### src/rtl/nand_fe_pkg.sv
package nand_fe_pkg;
  localparam int unsigned CMD_W  = 8;
  localparam int unsigned DATA_W = 16;

  typedef enum logic [2:0] {
    CAP_NONE,
    CAP_CMD,
    CAP_ADDR,
    CAP_DATA,
    CAP_ERR
  } cap_kind_e;

  function automatic cap_kind_e classify(input logic cle, input logic ale);
    unique case ({cle, ale})
      2'b10:   return CAP_CMD;
      2'b01:   return CAP_ADDR;
      2'b00:   return CAP_DATA;
      default: return CAP_ERR;
    endcase
  endfunction
endpackage

### src/rtl/nand_fe_strobe_sync.sv
module nand_fe_strobe_sync #(
  parameter int unsigned STAGES = 2,
  parameter int unsigned PW     = 11
) (
  input  logic          clk_i,
  input  logic          rst_ni,
  input  logic          strobe_i,
  input  logic [PW-1:0] payload_i,
  output logic          rise_o,
  output logic [PW-1:0] payload_o
);
  // strobe shift: [STAGES-1] is the synced level, [STAGES] the previous one
  logic [STAGES:0] sh_q;
  logic [PW-1:0]   pl_q [STAGES];

  always_ff @(posedge clk_i or negedge rst_ni) begin
    if (!rst_ni) sh_q <= '0;
    else         sh_q <= {sh_q[STAGES-1:0], strobe_i};
  end

  // payload delayed by the same depth as the synced strobe level
  for (genvar i = 0; i < STAGES; i++) begin : g_pl
    always_ff @(posedge clk_i or negedge rst_ni) begin
      if (!rst_ni)     pl_q[i] <= '0;
      else if (i == 0) pl_q[i] <= payload_i;
      else             pl_q[i] <= pl_q[(i == 0) ? 0 : i-1];
    end
  end

  assign rise_o    = sh_q[STAGES-1] & ~sh_q[STAGES];
  assign payload_o = pl_q[STAGES-1];
endmodule

### src/rtl/nand_fe_select.sv
module nand_fe_select (
  input  logic clk_i,
  input  logic rst_ni,
  input  logic ce_ni,
  input  logic busy_i,
  output logic sel_o
);
  logic sel_q;

  // busy holds an existing selection against a chip-enable release
  always_ff @(posedge clk_i or negedge rst_ni) begin
    if (!rst_ni) sel_q <= 1'b0;
    else         sel_q <= ~ce_ni | (sel_q & busy_i);
  end

  assign sel_o = sel_q;
endmodule

### src/rtl/nand_fe_capture.sv
module nand_fe_capture
  import nand_fe_pkg::*;
#(
  parameter int unsigned BUS_W = 16
) (
  input  logic              clk_i,
  input  logic              rst_ni,
  input  logic              rise_i,
  input  logic              sel_i,
  input  logic              cle_i,
  input  logic              ale_i,
  input  logic [BUS_W-1:0]  bus_i,
  output logic              cmd_valid_o,
  output logic [CMD_W-1:0]  cmd_o,
  output logic              addr_valid_o,
  output logic [CMD_W-1:0]  addr_o,
  output logic              data_valid_o,
  output logic [DATA_W-1:0] data_o,
  output logic              err_o
);
  logic [DATA_W-1:0] data_ext;
  cap_kind_e         kind;

  if (BUS_W >= DATA_W) begin : g_full
    assign data_ext = bus_i[DATA_W-1:0];
  end else begin : g_ext
    assign data_ext = {{(DATA_W-BUS_W){1'b0}}, bus_i};
  end

  always_comb begin
    kind = CAP_NONE;
    if (rise_i && sel_i) kind = classify(cle_i, ale_i);
  end

  always_ff @(posedge clk_i or negedge rst_ni) begin
    if (!rst_ni) begin
      cmd_valid_o  <= 1'b0;
      addr_valid_o <= 1'b0;
      data_valid_o <= 1'b0;
      err_o        <= 1'b0;
      cmd_o        <= '0;
      addr_o       <= '0;
      data_o       <= '0;
    end else begin
      cmd_valid_o  <= (kind == CAP_CMD);
      addr_valid_o <= (kind == CAP_ADDR);
      data_valid_o <= (kind == CAP_DATA);
      err_o        <= (kind == CAP_ERR);
      if (kind == CAP_CMD)  cmd_o  <= bus_i[CMD_W-1:0];
      if (kind == CAP_ADDR) addr_o <= bus_i[CMD_W-1:0];
      if (kind == CAP_DATA) data_o <= data_ext;
    end
  end
endmodule

### src/rtl/nand_fe_out_drv.sv
module nand_fe_out_drv #(
  parameter int unsigned BUS_W = 16
) (
  input  logic             sel_i,
  input  logic             oe_ni,
  input  logic [BUS_W-1:0] rd_data_i,
  output logic [BUS_W-1:0] io_o,
  output logic             io_oe_o
);
  assign io_oe_o = sel_i & ~oe_ni;
  assign io_o    = io_oe_o ? rd_data_i : '0;
endmodule

### src/rtl/nand_front_end.sv
module nand_front_end
  import nand_fe_pkg::*;
#(
  parameter bit          WIDE_BUS    = 1'b1,
  parameter int unsigned SYNC_STAGES = 2,
  localparam int unsigned BUS_W      = WIDE_BUS ? 16 : 8
) (
  input  logic              clk_i,
  input  logic              rst_ni,
  input  logic              ce_ni,
  input  logic              oe_ni,
  input  logic              we_i,
  input  logic              cmd_en_i,
  input  logic              addr_en_i,
  input  logic              busy_i,
  input  logic [BUS_W-1:0]  io_i,
  input  logic [BUS_W-1:0]  rd_data_i,
  output logic [BUS_W-1:0]  io_o,
  output logic              io_oe_o,
  output logic              selected_o,
  output logic              cmd_valid_o,
  output logic [CMD_W-1:0]  cmd_o,
  output logic              addr_valid_o,
  output logic [CMD_W-1:0]  addr_o,
  output logic              data_valid_o,
  output logic [DATA_W-1:0] data_o,
  output logic              proto_err_o
);
  localparam int unsigned PW = BUS_W + 3;

  logic             sel;
  logic             rise;
  logic [PW-1:0]    pl_d;
  logic             sel_d, cle_d, ale_d;
  logic [BUS_W-1:0] bus_d;

  nand_fe_select u_select (
    .clk_i  (clk_i),
    .rst_ni (rst_ni),
    .ce_ni  (ce_ni),
    .busy_i (busy_i),
    .sel_o  (sel)
  );

  nand_fe_strobe_sync #(.STAGES(SYNC_STAGES), .PW(PW)) u_sync (
    .clk_i     (clk_i),
    .rst_ni    (rst_ni),
    .strobe_i  (we_i),
    .payload_i ({sel, cmd_en_i, addr_en_i, io_i}),
    .rise_o    (rise),
    .payload_o (pl_d)
  );

  assign {sel_d, cle_d, ale_d, bus_d} = pl_d;

  nand_fe_capture #(.BUS_W(BUS_W)) u_capture (
    .clk_i        (clk_i),
    .rst_ni       (rst_ni),
    .rise_i       (rise),
    .sel_i        (sel_d),
    .cle_i        (cle_d),
    .ale_i        (ale_d),
    .bus_i        (bus_d),
    .cmd_valid_o  (cmd_valid_o),
    .cmd_o        (cmd_o),
    .addr_valid_o (addr_valid_o),
    .addr_o       (addr_o),
    .data_valid_o (data_valid_o),
    .data_o       (data_o),
    .err_o        (proto_err_o)
  );

  nand_fe_out_drv #(.BUS_W(BUS_W)) u_out (
    .sel_i     (sel),
    .oe_ni     (oe_ni),
    .rd_data_i (rd_data_i),
    .io_o      (io_o),
    .io_oe_o   (io_oe_o)
  );

  assign selected_o = sel;
endmodule

### config.mk
export PLATFORM = sky130hd
export DESIGN_NAME = nand_front_end
export DESIGN_NICKNAME = d
export VERILOG_FILES = /design/src/rtl/nand_fe_pkg.sv /design/src/rtl/nand_fe_strobe_sync.sv /design/src/rtl/nand_fe_select.sv /design/src/rtl/nand_fe_capture.sv /design/src/rtl/nand_fe_out_drv.sv /design/src/rtl/nand_front_end.sv
export SDC_FILE = /design/constraint.sdc
export NUM_CORES = 1
export LEC_CHECK = 0
export BUFFER_PORTS_ARGS = -buffer_cell sky130_fd_sc_hd__buf_4
export CAP_MARGIN = 20
export CELL_PAD_IN_SITES_DETAIL_PLACEMENT = 1
export CELL_PAD_IN_SITES_GLOBAL_PLACEMENT = 1
export CORE_ASPECT_RATIO = 2
export CORE_UTILIZATION = 43
export CTS_CLUSTER_DIAMETER = 120
export DETAILED_ROUTE_END_ITERATION = 12
export GPL_ROUTABILITY_DRIVEN = 0
export PLACE_DENSITY = 0.84
export SYNTH_ARGS = -nofsm -noshare
export SYNTH_HDL_FRONTEND = slang
export SYNTH_HIERARCHICAL = 1
export SYNTH_SLANG_ARGS = --single-unit
### constraint.sdc
create_clock -name clk_i -period 4.3 [get_ports clk_i]
set_input_delay 0.215 -clock clk_i [delete_from_list [all_inputs] [get_ports clk_i]]
set_output_delay 0.215 -clock clk_i [all_outputs]
set_load 0.1 [all_outputs]
-- Word level (Yosys, flattened, before mapping)
Index checks and enable logic that the tools add are counted.
- equal/unequal tests: 6
- mux-type cells: 3
- reductions and logical operators: 2
- bitwise operators: 7
- operators with widths (operator ; number):
    two-way mux 16 bit ; 1
    case mux 3 bit (3 select lines) ; 1
    == test 3 x 2 -> 1 bit (second input constant) ; 2
    AND 1 bit ; 3
    == test 3 x 1 -> 1 bit (second input constant) ; 1
    == test 3 bit (second input constant) ; 1
    two-way mux 3 bit ; 1
    inverter 1 bit ; 3
    == test 2 x 1 -> 1 bit (second input constant) ; 1
    == test 2 bit (second input constant) ; 1
    logical NOT 2 bit ; 1
    logical AND 1 bit ; 1
    OR 1 bit ; 1
- logic and storage cells: 29
- bits in registers: 78

-- Depth between registers and ports, before layout
- depth after elaboration: 5
- depth in mapped cells: 5
- depth with buffers taken out: 3

-- Hierarchy
The synthesis kept the hierarchy.
- by module, submodules not included (module ; times used ; area each (µm²) ; sequential area each (µm²) ; cells each):
    nand_fe_capture ; 1 ; 1386.3 ; 900.9 ; 76
    nand_fe_strobe_sync ; 1 ; 1182.4 ; 1026.0 ; 61
    nand_fe_out_drv ; 1 ; 165.2 ; 0.0 ; 19
    nand_fe_select ; 1 ; 35.0 ; 25.0 ; 2

-- Worst setup path before layout
Ideal clock, no wire load.
- kind: register to output
- from: register u_select.sel_q (netlist: u_select/sel_o)
- to: output io_oe_o
- slack: 1.445 ns
- arrival: 2.640 ns
- stages on the path, launching flop included: 3
- path through: dfrtp_1 buf_4 nor2b_1
- word-level cells in the longest chain between the ends: 1
- ends and longest elaborated chain (what ; RTL line ; text):
    from (decl) ; nand_fe_select.sv:8 ; logic sel_q;
    from (signal assigned) ; nand_fe_select.sv:13 ; else sel_q <= ~ce_ni | (sel_q & busy_i);
    AND 1 bit ; nand_fe_out_drv.sv:10 ; assign io_oe_o = sel_i & ~oe_ni;
    to (decl) ; nand_front_end.sv:19 ; output logic io_oe_o,
Every way passes these cells.

-- Final worst setup path
- from: register u_sync.sh_q[2]
- to: register u_capture.data_o[0]
- word-level cells in the longest chain between the ends: 5
- ends and longest elaborated chain (what ; RTL line ; text):
    from (decl) ; nand_fe_strobe_sync.sv:13 ; logic [STAGES:0] sh_q;
    from (signal assigned) ; nand_fe_strobe_sync.sv:18 ; else sh_q <= {sh_q[STAGES-1:0], strobe_i};
    inverter 1 bit ; nand_fe_strobe_sync.sv:30 ; assign rise_o = sh_q[STAGES-1] & ~sh_q[STAGES];
    AND 1 bit ; nand_fe_strobe_sync.sv:30 ;
    via rise ; nand_front_end.sv:32 ; logic rise;
    logical AND 1 bit ; nand_fe_capture.sv:32 ; if (rise_i && sel_i) kind = classify(cle_i, ale_i);
    two-way mux 3 bit ; nand_fe_capture.sv:32 ;
    == test 3 x 2 -> 1 bit ; nand_fe_capture.sv:51 ; if (kind == CAP_DATA) data_o <= data_ext;
    to (signal assigned) ; nand_fe_capture.sv:51 ;
    to (decl) ; nand_fe_capture.sv:18 ; output logic [DATA_W-1:0] data_o,
The timed path passes the listed nets, and every way through them passes these cells.
A chain may end at the register's enable or synchronous reset.

==> qor.csv <==
metric,value,unit
status,finished clean,
antenna diode count,0,
DRT antenna net count,0,
Mapped Cells,158,
worst path arrival time,2200,ps
Max VDD drop,0.257,mV
met1 usage,19.0,%
skew final,3.88,ps
most frequent cells in the layout,"buf_4 (93), dfrtp_1 (78), mux2_2 (23)",
share of layout cells above drive strength 1,54.6,%
Hold Fails Final Rpt,0,
"Seq/Total Area, Yosys",70.5,%
Sw Pwr,0.00105,W
final wirelength,5700,µm
worst path cell trace,nor2b_4 > and4bb_1 > mux2_2,
DP HPWL,3650,µm
share of total power in the clock network,28.5,%
Yosys Warn Count,6,
Max Slew Vio Count,0,
vias in the first global route,1840,
RSZ-0062 raised after global routing,false,
Die Ht,115,µm
Worst Setup SP,u_sync/sh_q[2],
"CTS clk-pin slew, worst paths",60,ps
largest family of logic cells by synthesized area,multiplexers,
WHS,34.6,ps
clk root buf,clkbuf_16,
Seq cells post-synth,78,
count of final setup violators,0,
Vias per Instance,4.68,
depth of the worst register-to-register path,3,
post-cts hold buffer count,19,
Pre-antenna DRT Iters,3,
max_cap viols,0,
internal power,0.00150,W
simple-gate share of the synthesized area,7.68,%
worst hold path class,input port to async pin,
CTS tree,built,
CTS sink count,78,
switch share,41.2,%
area share of xor/xnor cells in the synthesized design,0,%
worst skew pair latency,320,ps
Rows,41,
Routed wire per std cell,16.4,µm
fill count,603,
Post-Synth Adder-Cell Area,0,%
Buffers on Ports,93,
initial antenna violation count,0,
Gate power share,36.6,%
area growth from synthesis to layout,39.5,%
CTS max path bufs,2,
GRT Total Usage,19.3,%
critical path endpoint category,flop,
core area,6260,µm²
Vias,1628,
die area,6780,µm²
critical path peak fanout,17,
DRC,0,
Cell Pwr Density,661,nW/µm²
Slowest cell on crit path,and4bb_1,
largest net degree at the start of global routing,79,
reg-to-reg startpoint,u_sync/sh_q[2],
Mapped Avg Cell Area,17.5,µm²
busiest grt layer,met2,
CTS Buf Count,9,
Slew Limit Headroom,34.0,%
Synth Area in Compound Gates,0.362,%
mux contribution to synthesized area,14.2,%
"Req. time, crit path",4510,ps
Pleak,1.95,nW
initial core utilization,44.2,%
minimum clock period,1990,ps
DRC violation total after the first TritonRoute iteration,54,
Slowest Stage Delay on Critical Path,880,ps
grt ovf,0,
Worst-Margin Slew,989,ps
fin crit share,46.4,%
GR Util met2,35.2,%
FMAX,0.502,GHz
Die Wd,58.7,µm
GR Util met3,5.13,%
sequential share of power,34.9,%
first-pass GRT wire length,9100,µm
Post-CTS Setup Inserts,0,
PostCTS Resize Cnt,0,
Post-Syn Area,2770,µm²
TNS Setup,0,ps
Cell variety after synth,14,
nets,298,
"most common cell after layout, fill and taps aside",buf_4,
CP startpoint kind,flop,
CP Class,flop to flop,
syn_nets,198,
CTS HTree Levels,3,
Ports,94,
cell type report:
type                       count  area, µm²  share of cell area, %
clock buffer                  11        243                   6.28
clock inverter                 4       47.5                   1.23
inverter                       2       7.51                  0.194
multi-input combinational     55        617                   16.0
sequential                    78       1950                   50.5
tap                           86        108                   2.79
timing repair buffer         112        888                   23.0
flip-flops by register name, indices dropped and copies added, names as in the netlist:
name,flops
u_capture/cmd_valid_o,1
u_capture/addr_valid_o,1
u_select/sel_o,1
u_sync/payload_o,19
u_capture/cmd_o,8
u_sync/pl_q,19
u_sync/sh_q,3
u_capture/err_o,1
u_capture/data_valid_o,1
u_capture/data_o,16
u_capture/addr_o,8
cell usage after synthesis, drive strengths merged:
cell type / number / share of area [%]
buf: 23 / 7.0
and4: 1 / 0.36
nand4b: 2 / 1.1
mux2: 32 / 14
and3b: 16 / 5.1
inv: 2 / 0.27
nor2b: 2 / 0.72
and4bb: 1 / 0.45
dfrtp: 78 / 70
a21bo: 1 / 0.36
routing by layer:
| metal | routed length [µm] | part of all wire [%] |
|---|---|---|
| met1 | 1850 | 32 |
| met2 | 3360 | 59 |
| met3 | 362 | 6.3 |
| met4 | 132 | 2.3 |
| met5 | 0 | 0 |
cells by family (layout without fill, tap and decap cells):
logic type / after synthesis / after routing
DFF: 78 / 78
muxes: 32 / 32
buffers and inverters: 25 / 129
and+or+nand+nor: 22 / 22
AOI/OAI and AO/OA: 1 / 1
worst paths after layout:
path	endpoint	slack, ps
max	u_capture/data_o[0]	2310
max in group asynchronous	u_capture/cmd_o[3]	3680
min reg2reg	u_sync/payload_o[4]	350
min	u_sync/pl_q[27]	30
min in group clk_i	u_select/sel_o	90
max reg2reg	u_capture/data_o[0]	2310
per-stage QoR:
step	cells	setup slack, ps	cell area, µm²	total power [W]	utilization [%]
after detailed placement	314	2280	3380	0.00182	54.0
after global routing	348	2170	3860	0.00264	61.7
after floorplan	158	1440	2770	0.00162	-
after CTS	348	2240	3860	0.00258	61.7
after global placement	314	2380	3380	0.00181	54.0
final	348	2310	3860	0.00255	61.7
worst max-delay path: cells and delay by family (launching register included):
family        cells  cell delay [ps]
flops             1              390
mux               1              430
simple gates      2             1050
power by group through the flow:
stage | clock [W] | combinational (W) | sequential (W)
final | 0.000729 | 0.000935 | 0.000891
after global routing | 0.000780 | 0.000962 | 0.000902
after CTS | 0.000747 | 0.000941 | 0.000893
after detailed placement | 0 | 0.000923 | 0.000900
after global placement | 0 | 0.000913 | 0.000893
after floorplan | 0 | 0.000174 | 0.00144
(Power assumes the default switching activity.)
